**config.mk**
```make
export PLATFORM = sky130hd
export DESIGN_NAME = irq_gpio_port
export DESIGN_NICKNAME = d
export VERILOG_FILES = /design/src/rtl/irq_gpio_pkg.sv /design/src/rtl/gpio_sync.sv /design/src/rtl/gpio_edge_pend.sv /design/src/rtl/gpio_out_drive.sv /design/src/rtl/irq_gpio_port.sv
export SDC_FILE = /design/constraint.sdc
export NUM_CORES = 1
export LEC_CHECK = 0
export ABC_AREA = 1
export BUFFER_PORTS_ARGS = -buffer_cell sky130_fd_sc_hd__buf_2
export CAP_MARGIN = 40
export CORE_MARGIN = 8
export CORE_UTILIZATION = 59
export CTS_BUF_LIST = sky130_fd_sc_hd__clkbuf_16
export CTS_CLUSTER_SIZE = 24
export DETAILED_ROUTE_END_ITERATION = 7
export PLACE_DENSITY_LB_ADDON = 0.25
export SYNTH_ARGS = -nofsm -noshare
export SYNTH_HDL_FRONTEND = slang
export SYNTH_SLANG_ARGS = --single-unit
```
**constraint.sdc**
```tcl
create_clock -name clk -period 1.6 [get_ports clk]
set_input_delay 0 -clock clk [delete_from_list [all_inputs] [get_ports clk]]
set_output_delay 0 -clock clk [all_outputs]
set_load 0.1 [all_outputs]
```
**src/rtl/irq_gpio_pkg.sv**
```systemverilog
package irq_gpio_pkg;
  // Word offsets inside the register page; software decodes these.
  typedef enum logic [2:0] {
    OFF_DIR  = 3'd0,
    OFF_OUT  = 3'd1,
    OFF_IN   = 3'd2,
    OFF_FEN  = 3'd3,
    OFF_REN  = 3'd4,
    OFF_PEND = 3'd5,
    OFF_SET  = 3'd6,
    OFF_CLR  = 3'd7
  } reg_off_e;

  localparam int OFF_W = 3;
endpackage

```
**src/rtl/gpio_sync.sv**
```systemverilog
module gpio_sync #(
  parameter int WIDTH  = 16,
  parameter int STAGES = 2
) (
  input  logic             clk,
  input  logic             rst,
  input  logic [WIDTH-1:0] async_in,
  output logic [WIDTH-1:0] sync_out
);
  logic [STAGES-1:0][WIDTH-1:0] stage_q;

  always_ff @(posedge clk) begin
    if (rst) begin
      stage_q <= '0;
    end else begin
      stage_q[0] <= async_in;
      for (int i = 1; i < STAGES; i++) stage_q[i] <= stage_q[i-1];
    end
  end

  assign sync_out = stage_q[STAGES-1];
endmodule

```
**src/rtl/gpio_edge_pend.sv**
```systemverilog
module gpio_edge_pend #(
  parameter int WIDTH = 16
) (
  input  logic             clk,
  input  logic             rst,
  input  logic [WIDTH-1:0] lvl,
  input  logic [WIDTH-1:0] rise_en,
  input  logic [WIDTH-1:0] fall_en,
  input  logic             clr_wr,
  input  logic [WIDTH-1:0] clr_mask,
  output logic [WIDTH-1:0] edge_hit,
  output logic [WIDTH-1:0] pend,
  output logic             irq
);
  logic [WIDTH-1:0] prev_q;
  logic [WIDTH-1:0] pend_q;
  logic [WIDTH-1:0] pend_next;
  logic             irq_q;

  always_comb begin
    edge_hit  = (lvl & ~prev_q & rise_en) | (~lvl & prev_q & fall_en);
    // A fresh event outranks a same-cycle clear.
    pend_next = (pend_q & ~(clr_wr ? clr_mask : '0)) | edge_hit;
  end

  always_ff @(posedge clk) begin
    if (rst) begin
      prev_q <= '0;
      pend_q <= '0;
      irq_q  <= 1'b0;
    end else begin
      prev_q <= lvl;
      pend_q <= pend_next;
      irq_q  <= |pend_next;
    end
  end

  assign pend = pend_q;
  assign irq  = irq_q;
endmodule

```
**src/rtl/gpio_out_drive.sv**
```systemverilog
module gpio_out_drive #(
  parameter int WIDTH = 16
) (
  input  logic             clk,
  input  logic             rst,
  input  logic             wr_data,
  input  logic             wr_set,
  input  logic             wr_clr,
  input  logic [WIDTH-1:0] wdata,
  input  logic [WIDTH-1:0] ddr,
  input  logic [WIDTH-1:0] perip_sel,
  input  logic [WIDTH-1:0] perip_out,
  input  logic [WIDTH-1:0] perip_oe,
  output logic [WIDTH-1:0] odata,
  output logic [WIDTH-1:0] pad_out,
  output logic [WIDTH-1:0] pad_oe
);
  logic [WIDTH-1:0] odata_q;

  always_ff @(posedge clk) begin
    if (rst)          odata_q <= '0;
    else if (wr_data) odata_q <= wdata;
    else if (wr_set)  odata_q <= odata_q | wdata;
    else if (wr_clr)  odata_q <= odata_q & ~wdata;
  end

  for (genvar g = 0; g < WIDTH; g++) begin : g_pad
    always_ff @(posedge clk) begin
      if (rst) begin
        pad_out[g] <= 1'b0;
        pad_oe[g]  <= 1'b0;
      end else if (perip_sel[g]) begin
        pad_out[g] <= perip_out[g];
        pad_oe[g]  <= perip_oe[g];
      end else begin
        pad_out[g] <= odata_q[g];
        pad_oe[g]  <= ddr[g];
      end
    end
  end

  assign odata = odata_q;
endmodule

```
**src/rtl/irq_gpio_port.sv**
```systemverilog
module irq_gpio_port
  import irq_gpio_pkg::*;
#(
  parameter int WIDTH       = 16,
  parameter int ADDR_W      = 4,
  parameter int SYNC_STAGES = 2
) (
  input  logic              clk,
  input  logic              rst,
  input  logic [ADDR_W-1:0] bus_addr,
  input  logic              bus_wr,
  input  logic [WIDTH-1:0]  bus_wdata,
  output logic [WIDTH-1:0]  bus_rdata,
  input  logic [WIDTH-1:0]  pin_in,
  output logic [WIDTH-1:0]  pad_out,
  output logic [WIDTH-1:0]  pad_oe,
  input  logic [WIDTH-1:0]  perip_sel,
  input  logic [WIDTH-1:0]  perip_out,
  input  logic [WIDTH-1:0]  perip_oe,
  output logic              irq
);
  logic       in_page;
  reg_off_e   off;
  logic       wr_dir, wr_out, wr_fen, wr_ren, wr_pend, wr_set, wr_clr;

  logic [WIDTH-1:0] ddr_q, fen_q, ren_q;
  logic [WIDTH-1:0] lvl, edge_hit, pend_q, odata_q;
  logic [WIDTH-1:0] rd_next, rdata_q;

  assign in_page = (bus_addr >> OFF_W) == '0;
  assign off     = reg_off_e'(bus_addr[OFF_W-1:0]);

  always_comb begin
    wr_dir  = bus_wr && in_page && (off == OFF_DIR);
    wr_out  = bus_wr && in_page && (off == OFF_OUT);
    wr_fen  = bus_wr && in_page && (off == OFF_FEN);
    wr_ren  = bus_wr && in_page && (off == OFF_REN);
    wr_pend = bus_wr && in_page && (off == OFF_PEND);
    wr_set  = bus_wr && in_page && (off == OFF_SET);
    wr_clr  = bus_wr && in_page && (off == OFF_CLR);
  end

  always_ff @(posedge clk) begin
    if (rst) begin
      ddr_q <= '0;
      fen_q <= '0;
      ren_q <= '0;
    end else begin
      if (wr_dir) ddr_q <= bus_wdata;
      if (wr_fen) fen_q <= bus_wdata;
      if (wr_ren) ren_q <= bus_wdata;
    end
  end

  gpio_sync #(.WIDTH(WIDTH), .STAGES(SYNC_STAGES)) u_sync (
    .clk      (clk),
    .rst      (rst),
    .async_in (pin_in),
    .sync_out (lvl)
  );

  gpio_edge_pend #(.WIDTH(WIDTH)) u_pend (
    .clk      (clk),
    .rst      (rst),
    .lvl      (lvl),
    .rise_en  (ren_q),
    .fall_en  (fen_q),
    .clr_wr   (wr_pend),
    .clr_mask (bus_wdata),
    .edge_hit (edge_hit),
    .pend     (pend_q),
    .irq      (irq)
  );

  gpio_out_drive #(.WIDTH(WIDTH)) u_out (
    .clk       (clk),
    .rst       (rst),
    .wr_data   (wr_out),
    .wr_set    (wr_set),
    .wr_clr    (wr_clr),
    .wdata     (bus_wdata),
    .ddr       (ddr_q),
    .perip_sel (perip_sel),
    .perip_out (perip_out),
    .perip_oe  (perip_oe),
    .odata     (odata_q),
    .pad_out   (pad_out),
    .pad_oe    (pad_oe)
  );

  always_comb begin
    rd_next = '0;
    if (in_page) begin
      case (off)
        OFF_DIR:  rd_next = ddr_q;
        OFF_OUT:  rd_next = odata_q;
        OFF_IN:   rd_next = lvl;
        OFF_FEN:  rd_next = fen_q;
        OFF_REN:  rd_next = ren_q;
        OFF_PEND: rd_next = pend_q;
        default:  rd_next = '0;
      endcase
    end
  end

  always_ff @(posedge clk) begin
    if (rst) rdata_q <= '0;
    else     rdata_q <= rd_next;
  end

  assign bus_rdata = rdata_q;
endmodule

```
After elaboration in Yosys (flattened, before gate mapping)
Cells that the tools add are included.
{"block": "totals", "output_inout_bits": 49, "elab_cells": 113, "ff_bits": 177, "inputBits": 87}
{"block": "op_classes", "bitwise_logic": 14, "n_eq_ne": 7, "n_mux": 37, "n_reduce_logical": 13}
{"cell": "$and 16x16->16", "n": 6}
{"cell": "$pmux 16 s6", "n": 1}
{"cell": "$mux 16", "n": 4}
{"cell": "$not 16->16", "n": 4}
{"cell": "$or 16x16->16", "n": 3}
{"cell": "$mux 1", "n": 32}
{"cell": "$reduce_or 16->1", "n": 1}
{"cell": "$eq 3x3->1 const B", "n": 4}
{"cell": "$logic_and 1x1->1", "n": 8}
{"cell": "$eq 3x2->1 const B", "n": 2}
{"cell": "$logic_not 4->1", "n": 1}
{"cell": "$eq 3x1->1 const B", "n": 1}
{"cell": "$logic_not 3->1", "n": 1}
{"cell": "$reduce_bool 3->1", "n": 1}
{"cell": "$reduce_or 2->1", "n": 1}
{"cell": "$not 1->1", "n": 1}

Logic depth before layout (Yosys ltp)
Gate-level depths: netlist of run 1.
{"block": "depth", "ltp_word": 8, "ltp_mapped": 11, "depth_no_buf": 10}

By module
Synthesis of run 1 repeated with hierarchy kept, for this count alone.
{"block": "hier_totals", "hier_cells": 1048, "hier_area_um2": 7521.0}
{"module": "irq_gpio_port", "cells_per_inst": 455, "seq_area_each_um2": 1281.2, "area_each_um2": 3057.9, "n_inst": 1}
{"module": "gpio_out_drive", "cells_per_inst": 253, "seq_area_each_um2": 960.9, "area_each_um2": 1930.6, "n_inst": 1}
{"module": "gpio_edge_pend", "cells_per_inst": 225, "seq_area_each_um2": 660.6, "area_each_um2": 1497.7, "n_inst": 1}
{"module": "gpio_sync", "cells_per_inst": 115, "seq_area_each_um2": 640.6, "area_each_um2": 1034.7, "n_inst": 1}

Worst setup path after synthesis of run 1
Ideal clock, no wire load.
{"block": "synth_path", "path_type": "input -> register", "from": "in bus_addr[3]", "to": "reg u_pend.irq_q, in the netlist u_pend.irq", "path_stages": 11, "setup_time_ps": 132, "required_time_ps": 1468, "arrival_time_ps": 901, "slack_ps": 567, "cell_sequence": "inv_2 > nand2_4 > nor2_4 > buf_6 > nand2_1 > nand2_1 > nand2_1 > nor2_1 > nand2_1 > nor2_1 > a21oi_1"}
{"block": "synth_between", "elab_chain_cells": 8}
{"element": "from (decl)", "line": "irq_gpio_port.sv:10", "text": "input logic [ADDR_W-1:0] bus_addr,"}
{"element": "$logic_not 4->1", "line": "irq_gpio_port.sv:30", "text": "assign in_page = (bus_addr >> OFF_W) == '0;"}
{"element": "$logic_and 1x1->1 (2 in a row)", "line": "irq_gpio_port.sv:38", "text": "wr_pend = bus_wr && in_page && (off == OFF_PEND);"}
{"element": "$mux 16", "line": "gpio_edge_pend.sv:23", "text": "pend_next = (pend_q & ~(clr_wr ? clr_mask : '0)) | edge_hit;"}
{"element": "$not 16->16", "line": "gpio_edge_pend.sv:23"}
{"element": "$and 16x16->16", "line": "gpio_edge_pend.sv:23"}
{"element": "$or 16x16->16", "line": "gpio_edge_pend.sv:23"}
{"element": "$reduce_or 16->1", "line": "gpio_edge_pend.sv:34", "text": "irq_q <= |pend_next;"}
{"element": "to (signal assigned)", "line": "gpio_edge_pend.sv:34"}
{"element": "to (decl)", "line": "gpio_edge_pend.sv:18", "text": "logic irq_q;"}
Every way passes these cells.
A chain may end at the register's enable or synchronous reset.

Worst setup path after layout of run 1
{"block": "layout_path", "from": "in perip_out[3]", "to": "reg u_out.pad_out[3]"}
{"block": "layout_between", "elab_chain_cells": 1}
{"element": "from (decl)", "line": "irq_gpio_port.sv:18", "text": "input logic [WIDTH-1:0] perip_out,"}
{"element": "$mux 1", "line": "gpio_out_drive.sv:32", "text": "end else if (perip_sel[g]) begin"}
{"element": "to (signal, indexed assignment)", "line": "gpio_out_drive.sv:33", "text": "pad_out[g] <= perip_out[g];"}
{"element": "to (signal, indexed assignment)", "line": "gpio_out_drive.sv:36", "text": "pad_out[g] <= odata_q[g];"}
{"element": "to (decl)", "line": "gpio_out_drive.sv:15", "text": "output logic [WIDTH-1:0] pad_out,"}
Every way passes these cells.

==> results of run 1 <==
## per-layer routing
| metal | global-route usage [%] | up-vias |
|---|---|---|
| met2 | 51.7 | 699 |
| met1 | 39.2 | 3339 |
| met3 | 10.9 | 200 |
| met5 | 0 | - |
| li1 | - | 3369 |
| met4 | 17.7 | 2 |
## cell type report
type,count,area [µm²],area share [%]
sequential,177,3540,38.1
multi-input combinational,596,2680,28.8
timing repair buffer,269,2000,21.5
clock inverter,14,140,1.50
inverter,91,342,3.67
tap,143,179,1.92
clock buffer,17,425,4.57
## metrics by stage
step | utilization [%] | std cells | hold slack (ns)
final | 82.6 | 1307 | 0.0247
after CTS | 83.9 | 1323 | 0.149
after global routing | 82.6 | 1307 | 0.0445
after floorplan | - | 900 | 0.107
after global placement | 67.5 | 1164 | 0.201
after detailed placement | 67.5 | 1164 | 0.205
## worst max-delay path, cell delays in order
cell and delay [ns]:
dlygate4sd3_1 0.53, buf_2 0.12, nand2_1 0.05, dlymetal6s4s_1 0.28, a21oi_2 0.20, dlygate4sd3_1 0.58
## power groups by stage
stage	clock, mW	sequential (mW)	combinational [mW]
final	4.05	4.59	1.14
after global routing	4.23	4.59	1.20
after CTS	4.02	4.58	1.08
after detailed placement	0	4.67	0.846
after global placement	0	4.67	0.839
after floorplan	0	4.95	0.275
## worst paths after layout
path	endpoint	start	depth (start not counted)	slack [ns]
worst min-delay path	u_out.pad_oe[3]	perip_sel[3]	4	0.02
worst max-delay path	u_out.pad_out[3]	perip_out[3]	6	0.21
worst min register to register	u_sync.sync_out[4]	u_sync.stage_q[4]	2	0.40
worst max register to register	u_out.pad_out[3]	flip-flop	3	0.24
## flip-flops by register name (all words and copies together) (netlist names), 16 cells and up, named ones only
name             count
bus_rdata           16
ddr_q               16
fen_q               16
ren_q               16
u_out.pad_oe        16
u_out.pad_out       16
u_pend.pend         16
u_pend.prev_q       16
u_sync.stage_q      16
u_sync.sync_out     16
## layout by cell type, fill, tap and decap left out, drive strengths merged
master	count
nand2	284
dfxtp	177
buf	157
a21oi	120
dlygate4sd3	111
nor2	109
inv	93
nand3	21
a211oi	18
clkbuf	17
a31oi	15
o21ai	12
clkinv	9
a221oi	5
a22oi	4
a41oi	4
bufinv	2
or2	1
o211ai	1
nor3	1
o22ai	1
clkinvlp	1
dlymetal6s4s	1
## logic make-up after synthesis
logic type	after synthesis	synth area share, %
compound gates	180	15.1
buf+inv	127	7.66
flops	177	52.7
simple gates	416	24.6
## repair_timing
action,in CTS,in global routing
resized for setup,0,4
setup endpoints to repair,0,32
hold buffers,128,15
hold endpoints to repair,124,25
buffers inserted,0,0
## synthesized netlist by cell type
library cell | count | area (µm²)
nand2_1 | 280 | 1050
dfxtp_1 | 177 | 3540
a21oi_1 | 120 | 601
nor2_1 | 106 | 398
inv_1 | 86 | 323
clkbuf_1 | 20 | 75.1
nand3_1 | 19 | 95.1
a211oi_1 | 18 | 135
a31oi_1 | 15 | 93.8
buf_2 | 13 | 65.1
o21ai_0 | 12 | 60.1
a221oi_1 | 5 | 43.8
a22oi_1 | 4 | 30.0
a41oi_1 | 4 | 35.0
inv_2 | 4 | 15.0
buf_6 | 3 | 33.8
nand2_2 | 3 | 18.8
nand3_2 | 2 | 20.0
clkinv_1 | 1 | 3.75
nand2_4 | 1 | 11.3
nor2_2 | 1 | 6.26
nor2_4 | 1 | 11.3
nor2_8 | 1 | 20.0
nor3_4 | 1 | 16.3
o211ai_1 | 1 | 7.51
o22ai_1 | 1 | 6.26
or2_2 | 1 | 6.26
==> impl_results.md, run 1 <==
* Outcome: complete, no violations
* Die height at 123 µm
* Placer Congestion at 0.944
* Maximum vdd ir drop at roughly 0.66 mV
* Dpl cell area at 7610 µm²
* First-pass GRT wire length at 38.7 mm
* Worst setup SP type: primary input
* Final Cycle Share at slightly below 90%
* Post-synthesis sequential area ratio at 52.7%
* TritonCTS clock tree: done
* Layout area overhead at 38.5%
* Routed Antenna Nets at 0
* Routed wl met2 at approximately 11 mm
* Drt pass-1 iters at 7
* Share of cells above drive strength 1 at 17.6%
* Slack of the critical path at 0.214 ns
* Post-Syn Instances at 900
* WL met3 at between 3 and 4 mm
* Antenna Cells at 0
* Post-Syn Area per Cell at ~7.5 µm²
* Number of global-route vias before repair at 7362
* Per-cell routed wire length at 19.2 µm
* Slew @ Worst Pin at 0.757 ns
* Fill cells at 609
* Setup TNS at 0 ns
* Worst setup EP type: flip-flop
* Ports at 136
* Core area at 11300 µm²
* Place WS at 0.220 ns
* CTS root buf: clkbuf_16
* Post-synthesis instance area at 6730 µm²
* Vias per cell at slightly below 6
* Post-Route WL at between 20 and 30 mm
* Site row count at 39
* Clk sinks at 177
* Via count at 7609
* Gate power share at 11.7%
* DRC Markers at 0
* Power Dens Cells at ~1100 nW/µm²
* Sequential share of power at around 47%
* Port Buf Inserts at 135
* Die ar. at 15100 µm²
* Nets at 1239
* Sw Pwr at 2.57 mW
* Tmin final at approximately 1.4 ns
* Worst Path Max Fanout at 1
* Synth cell types at 27
* Clk slew on worst S/H paths at 0.07 ns
* Synth warn at 0
* Initial Utilization at 59.7%
* Leakage Power at between 3 and 4 nW
* Unrepaired setup endpoints after global routing: false
* Pint at 7.21 mW
* GR Overflow Total at 0
* Max_cap viols at 0
* Design Power at 9.78 mW
* Width of the die at 123 µm
* Worst Skew at 0.00672 ns
* Max Clk Rate at 722 MHz
* H-tree levels at 4
* Max Buffers Root-to-Sink at 2
* Largest net degree at the start of global routing at 162
* Final instance area at 9310 µm²
* WP data required at around 2.0 ns
* Antenna violations before repair at 1
* Final setup viols at 0
* Clock Latency Late Sink at between 0.4 and 0.5 ns
* Clock Power Share at 41.4%
* Total track usage at 32.9%
* Worst slew margin at 49.5%
* Final Hold Viols at 0
* Uppermost layer routed: met5
* Sw Share at 26.3%
* Net Count, Synth at between 900 and 1000
* Crit path DAT at around 1.8 ns
* Synth Register Bits at approximately 180
* Min-Delay Path Class: primary input to flip-flop
* Initial DRC count at 1136
* CP Class: primary input to flip-flop
* Met1 Wirelength at around 9.3 mm
* Final HPWL DP at approximately 13 mm
* Max-slew violations at 0
* CTS buffer count at 17
(Power assumes the default switching activity.)
==> run 2: changes to the inputs <==
- ABC_AREA: 1 -> unset
==> run 2 against run 1 <==
Net effect: critical path depth decreased by 1; combinational power increased by 7%; synthesized cell count decreased by 16%; synthesized area increased by 3.0%; largest power group unchanged.
==> impl_results.md, run 2 <==
* Nets at 1073 (-13%)
* DRC Markers at 0 (unchanged)
* Fill cells at 668 (+9.7%)
* Reg-to-Reg End: u_pend.irq
* Die height at 124 µm (+1.3%)
* Via count at 6827 (-10%)
* Port Buf Inserts at 135 (unchanged)
* Outcome: complete, no violations
* GR Overflow Total at 0 (unchanged)
* Synth warn at 0 (unchanged)
* Share of cells above drive strength 1 at 21.7% (+4.1 points)
* Vias per cell at 5.98 (+2.7%)
* Inst Count DP at 1013 (-13%)
* Place WS at 0.0792 ns (-0.141 ns)
* Crit path DAT at 1.84 ns (+0.08 ns)
* Pint at 7.43 mW (+3.1%)
* Clock Power Share at 41.9% (+0.5 points)
* Site row count at 39 (unchanged)
* Max Clk Rate at 639 MHz (-11%)
* Hold Crit Endpoint: bus_rdata[2]
* Storage cell area at 3540 µm² (unchanged)
* Post-Route WL at 22.5 mm (-10%)
* Hold Crit Start: bus_addr[1]
* Post-Syn Instances at 757 (-16%)
* Leading area contributor after synthesis: dfxtp_1
* Synth Flop Type: dfxtp_1
* Worst Path Max Fanout at 4 (+3)
* Total track usage at 28.1% (-4.8 points)
* Per-cell routed wire length at 19.7 µm (+2.6%)
* Ports at 136 (unchanged)
* Hold-critical path depth at 3 (-1)
* Worst setup EP type: flip-flop
* Max Buffers Root-to-Sink at 2 (unchanged)
* Unrepaired setup endpoints after global routing: false
* Final HPWL DP at 13.1 mm (+4.4%)
* Synth cell types at 41 (+52%)
* Post-Syn Area per Cell at 9.15 µm² (+22%)
* Min-Delay Path Class: primary input to flip-flop
* Cell count of the worst reg-to-reg path at 5 (+2)
* Synth Register Bits at 177 (unchanged)
* Slack of the critical path at 0.0360 ns (-0.178 ns)
* Clk sinks at 177 (unchanged)
* Slew @ Worst Pin at 0.688 ns (-0.0691 ns)
* Final Cycle Share at 97.7% (+11 points)
* Multi-input gate area at 3180 µm² (+19%)
* Final Hold Viols at 0 (unchanged)
* Max_cap viols at 0 (unchanged)
* Top Family by Delay on Critical Path: simple AND/OR/NAND/NOR gates
* Most common cell after layout, fill and taps aside: dfxtp_1
* Slowest cell on the critical path: dfxtp_1
* Max-slew violations at 0 (unchanged)
* R2R setup slack at 0.04 ns (-0.20 ns)
* Number of global-route vias before repair at 6649 (-9.7%)
* Net Count, Synth at 844 (-14%)
* Initial DRC count at 1068 (-6.0%)
* Setup Fix Bufs, Post-CTS at 0 (unchanged)
* Antenna Cells at 0 (unchanged)
* Routed Antenna Nets at 0 (unchanged)
* First-pass GRT wire length at 35.5 mm (-8.3%)
* Most frequent cells in the layout: dfxtp_1, buf_2, nand2_1
* Share of the synthesized area in the top cell type at 51.1% (-1.6 points)
* Layout area overhead at 34.9%
* Synth top cells by count: dfxtp_1, nand2_1, nor2_1
* Worst Skew at 0.00652 ns (-0.000202 ns)
* Drt pass-1 iters at 7 (unchanged)
* Sequential share of power at 45.9% (-1.0 points)
* Cell chain of the critical path: nor4_1, nand4_1, a211oi_1, and4_1, a41oi_1
* Min Hold Slack at 0.135 ns (+0.110 ns)
* H-tree levels at 4 (unchanged)
* Final setup viols at 0 (unchanged)
* Clk slew on worst S/H paths at 0.06 ns (about the same)
* Sw Pwr at 2.57 mW (about the same)
* Width of the die at 124 µm (+1.3%)
* Post-synth EDFFs at 0 (unchanged)
* Critical Path Max Stage Delay at 0.33 ns (-0.25 ns)
* Maximum vdd ir drop at 1.05 mV (+58%)
* Post-synthesis sequential area ratio at 51.1% (-1.6 points)
* Post-Layout Cell Count at 1142 (-13%)
* Synth area leaders: dfxtp_1, nand2_1, mux2i_1
* Largest net degree at the start of global routing at 162 (unchanged)
* CTS root buf: clkbuf_16
* Sw Share at 25.7% (-0.58 points)
* Power Dens Cells at 1070 nW/µm² (+1.9%)
* Leakage Power at 3.80 nW (-4.9%)
* Worst setup SP type: flip-flop
* Worst slew margin at 54.1% (+4.6 points)
* Design Power at 10.0 mW (+2.3%)
* Antenna violations before repair at 0 (-1)
* Setup TNS at 0 ns (unchanged)
* CP Class: flip-flop to flip-flop
* Gate power share at 12.2% (+0.5 points)
* Clock Latency Late Sink at 0.43 ns (about the same)
* Post-synthesis instance area at 6930 µm² (+3.0%)
* Placer Congestion at 0.975 (+3.3%)
* Initial Utilization at 60.7% (+1.0 points)
* Ys async rst share at 0% (unchanged)
* CP bufs+invs at 0 (-4)
* Core area at 11400 µm² (+1.3%)
* WP data required at 1.88 ns (-0.09 ns)
* Tmin final at 1.56 ns (+0.178 ns)
* CTS buffer count at 17 (unchanged)
* Most frequent cell after synthesis: dfxtp_1
* Die ar. at 15500 µm² (+2.6%)
* FF-to-FF Start: u_pend.pend[8]
* TritonCTS clock tree: done
## run 2: cell types whose count changed after synthesis, sizes merged, moves of 10 or more
cell | before | now
o211ai | 1 | 13
nor2b | 0 | 53
nand2 | 284 | 121
mux2i | 0 | 42
o21ai | 12 | 23
a21oi | 120 | 72
a211oi | 18 | 1
nor2 | 109 | 91
a22oi | 4 | 24
a31oi | 15 | 0
inv | 90 | 0
nand2b | 0 | 13
nand3b | 0 | 16
mux2 | 0 | 10
## run 2: worst max-delay path by stage
stage	to	slack (ns)	from	cells after the start
2_1_floorplan	u_pend.irq	0.29	u_pend.pend[8]	5
3_3_place_gp	u_pend.irq	0.10	u_pend.pend[14]	5
3_5_place_dp	u_pend.irq	0.08	u_pend.pend[14]	5
4_1_cts	fen_q[7]	0.05	bus_addr[2]	8
5_1_grt	u_pend.irq	0.04	u_sync.sync_out[6]	5
6_report	u_pend.irq	0.04	u_pend.pend[8]	5
## run 2: area by class of cell
class,count,share of cell area [%]
Clock buffer,17,4.55
Clock inverter,15,1.82
Inverter,2,0.120
Multi-Input combinational cell,534,34.0
Sequential cell,177,37.9
Tap cell,143,1.91
Timing Repair Buffer,254,19.7
## run 2: layer usage
metal / global-route usage, % / vias up / wire [µm]
li1: - / 3046 / -
met1: 34.0 / 3172 / 8620
met2: 45.9 / 522 / 10600
met3: 7.49 / 87 / 2460
met4: 12.8 / 0 / 786
met5: 0 / - / 0
## run 2: power by group through the flow
| stage | Sequential, mW | Combinational [mW] | Clock [mW] |
|---|---|---|---|
| 6_report | 4.59 | 1.22 | 4.19 |
| 3_5_place_dp | 4.68 | 0.965 | 0 |
| 2_1_floorplan | 4.98 | 0.362 | 0 |
| 5_1_grt | 4.60 | 1.27 | 4.37 |
| 3_3_place_gp | 4.68 | 0.948 | 0 |
| 4_1_cts | 4.59 | 1.16 | 4.17 |
## run 2: repair_timing
action / in CTS / in global routing
endpoints found under the hold margin: 109 / 0
resized for setup: 0 / 5
endpoints found under the setup margin: 0 / 25
hold buffers: 97 / 0
## run 2: cells by family (layout without fill, tap and decap cells)
kind of cell	after synthesis	in the layout	synth area share [%]
DFF	177	177	51.1
AOI/OAI and AO/OA	147	147	13.0
muxes	60	60	10.3
buffers and inverters	46	288	3.21
and+or+nand+nor	327	327	22.4
## run 2: worst reg2reg max path: cells and delay by family, from the launching register on
family          cells  cell delay, ns
compound gates      2            0.37
flops               1            0.33
simple gates        3            0.71
## run 2: through the flow
| step | utilization, % | area (µm²) |
|---|---|---|
| floorplan | - | 6930 |
| global placement | 68.0 | 7760 |
| detailed placement | 68.0 | 7760 |
| CTS | 81.7 | 9330 |
| global route | 81.9 | 9350 |
| finish | 81.9 | 9350 |
==> run 3: changes to the inputs <==
- SYNTH_HIERARCHICAL: unset -> 1
==> run 3 against run 2 <==
Net effect: power up 0.66%; die area rose by 3.1%; critical endpoint is now u_pend/irq; worst hold slack lost 0.093 ns; synthesized area rose by 3.6%; non-clock buffer count stayed put; register-to-register slack improved by 0.16 ns; utilization decreased by 3.4 points; via count down 0.15%; critical path type unchanged; count of clock-buffer cells in the layout stayed put.
==> impl_results.md, run 3 <==
* Outcome: complete, no violations
* Unrepaired setup endpoints after global routing: false
* Port Buf Inserts at 135 (unchanged)
* Synth warn at 6 (+6)
* Post-synthesis instance area at 7180 µm² (+3.6%)
* Worst setup EP type: flip-flop
* Drt pass-1 iters at 6 (-1)
* Post-CTS Resized at 0 (unchanged)
* CTS root buf: clkbuf_16
* Slowest cell on the critical path: dfxtp_1
* Crit path DAT at 1.67 ns (-0.17 ns)
* Clk sinks at 177 (unchanged)
* Via count at 6817 (-0.15%)
* Worst Path Max Fanout at 4 (unchanged)
* Initial Utilization at 60.0% (-0.67 points)
* WP data required at 1.88 ns (about the same)
* Die height at 126 µm (+1.6%)
* CP Class: flip-flop to flip-flop
* Core area at 12000 µm² (+4.8%)
* Post-cts hold buffer count at 96 (-1.0%)
* GR Overflow Total at 0 (unchanged)
* Top Family by Delay on Critical Path: simple AND/OR/NAND/NOR gates
* Post-Syn Instances at 748 (-1.2%)
* Worst slew margin at 54.0% (-0.10 points)
* Site row count at 40 (+2.6%)
* Final Cycle Share at 87.5% (-10 points)
* CTS buffer count at 17 (unchanged)
* Post-Syn Area per Cell at 9.60 µm² (+4.8%)
* Total track usage at 28.4% (+0.27 points)
* Number of global-route vias before repair at 6675 (+0.39%)
* Tmin final at 1.40 ns (-0.164 ns)
* First-pass GRT wire length at 36.1 mm (+1.7%)
* H-tree levels at 4 (unchanged)
* Most frequent cells in the layout: dfxtp_1, buf_2, dlygate4sd3_1
* Max Buffers Root-to-Sink at 2 (unchanged)
* Clk slew on worst S/H paths at 0.07 ns (about the same)
* Most common cell after layout, fill and taps aside: dfxtp_1
* Nets at 1038 (-3.3%)
* Share of cells above drive strength 1 at 21.9% (+0.17 points)
* CP bufs+invs at 0 (unchanged)
* Critical Path Max Stage Delay at 0.42 ns (+0.09 ns)
* Initial DRC count at 1021 (-4.4%)
* Post-Layout Cell Count at 1112 (-2.6%)
* Placer Congestion at 0.909 (-6.8%)
* Setup Fix Bufs, Post-CTS at 0 (unchanged)
* Leakage Power at 3.82 nW (+0.54%)
* Power Dens Cells at 1070 nW/µm² (+0.24%)
* Net Count, Synth at 835 (-1.1%)
* Worst Skew at 0.00663 ns (+0.000105 ns)
* Min-Delay Path Class: primary input to flip-flop
* Min Hold Slack at 0.0424 ns (-0.0928 ns)
* Final HPWL DP at 13.2 mm (+0.79%)
* Final instance area at 9390 µm² (+0.42%)
* Max-slew violations at 0 (unchanged)
* Setup TNS at 0 ns (unchanged)
* DRC Markers at 0 (unchanged)
* Routed Antenna Nets at 0 (unchanged)
* Antenna violations before repair at 1 (+1)
* Worst setup SP type: flip-flop
* Maximum vdd ir drop at 0.717 mV (-32%)
* Per-cell routed wire length at 20.7 µm (+5.4%)
* Die ar. at 16000 µm² (+3.1%)
* TritonCTS clock tree: done
* Clock Latency Late Sink at 0.42 ns (about the same)
* Final setup viols at 0 (unchanged)
* Vias per cell at 6.13 (+2.5%)
* Max_cap viols at 0 (unchanged)
* Inst Count DP at 983 (-3.0%)
* Final Hold Viols at 0 (unchanged)
* Post-Route WL at 23.1 mm (+2.6%)
* Ports at 136 (unchanged)
* Cell chain of the critical path: nand3b_1, o211a_1, nand4_1, nor4_2, a31oi_1
* Dpl cell area at 7820 µm² (+0.76%)
* Layout area overhead at 30.7%
* Width of the die at 126 µm (+1.6%)
* Largest net degree at the start of global routing at 162 (unchanged)
* Slew @ Worst Pin at 0.690 ns (+0.00152 ns)
* Max Clk Rate at 715 MHz (+12%)
==> run 3: final timing paths <==
kind / to / slack, ns / cells after the start / startpoint
setup / recovery: u_pend/irq / 0.20 / 5 / u_sync/sync_out[12]
hold / removal: bus_rdata[6] / 0.04 / 3 / rst
setup reg to reg: u_pend/irq / 0.20 / 5 / u_sync/sync_out[12]
hold reg to reg: u_sync/sync_out[1] / 0.44 / 1 / u_sync/stage_q[1]
==> run 3: metrics by stage <==
step	util [%]	power (mW)	worst slack (ns)
after CTS	78.4	10.0	0.207
after detailed placement	65.4	5.67	-0.0929
final	78.5	10.1	0.200
after global routing	78.5	10.3	0.104
after floorplan	-	5.37	0.0308
after global placement	65.4	5.64	-0.0865
==> run 3: layout make-up <==
class	count	area [µm²]
Clock buffer	17	425
Multi-Input combinational cell	491	3150
Fill cell	734	2580
Antenna cell	1	2.50
Sequential cell	177	3540
Tap cell	147	184
Clock inverter	15	176
Timing Repair Buffer	254	1860
Inverter	10	37.5
==> run 3: layer usage <==
metal  global-route usage, %  part of all wire (%)
met1                    35.2                    39
met5                       0                     0
met2                    45.2                    46
met3                    8.04                    12
met4                    12.7                   3.6
==> run 3: worst register-to-register path: cells and delay by family (launching register included) <==
| kind | cells | cell delay [ns] |
|---|---|---|
| compound gates | 2 | 0.29 |
| flops | 1 | 0.42 |
| simple gates | 3 | 0.54 |
==> run 3: where the power goes <==
group / total [mW] / switching [mW] / internal (mW)
clock: 4.24 / 1.67 / 2.57
sequential: 4.59 / 0.0671 / 4.52
combinational: 1.23 / 0.774 / 0.457
total: 10.1 / 2.51 / 7.55
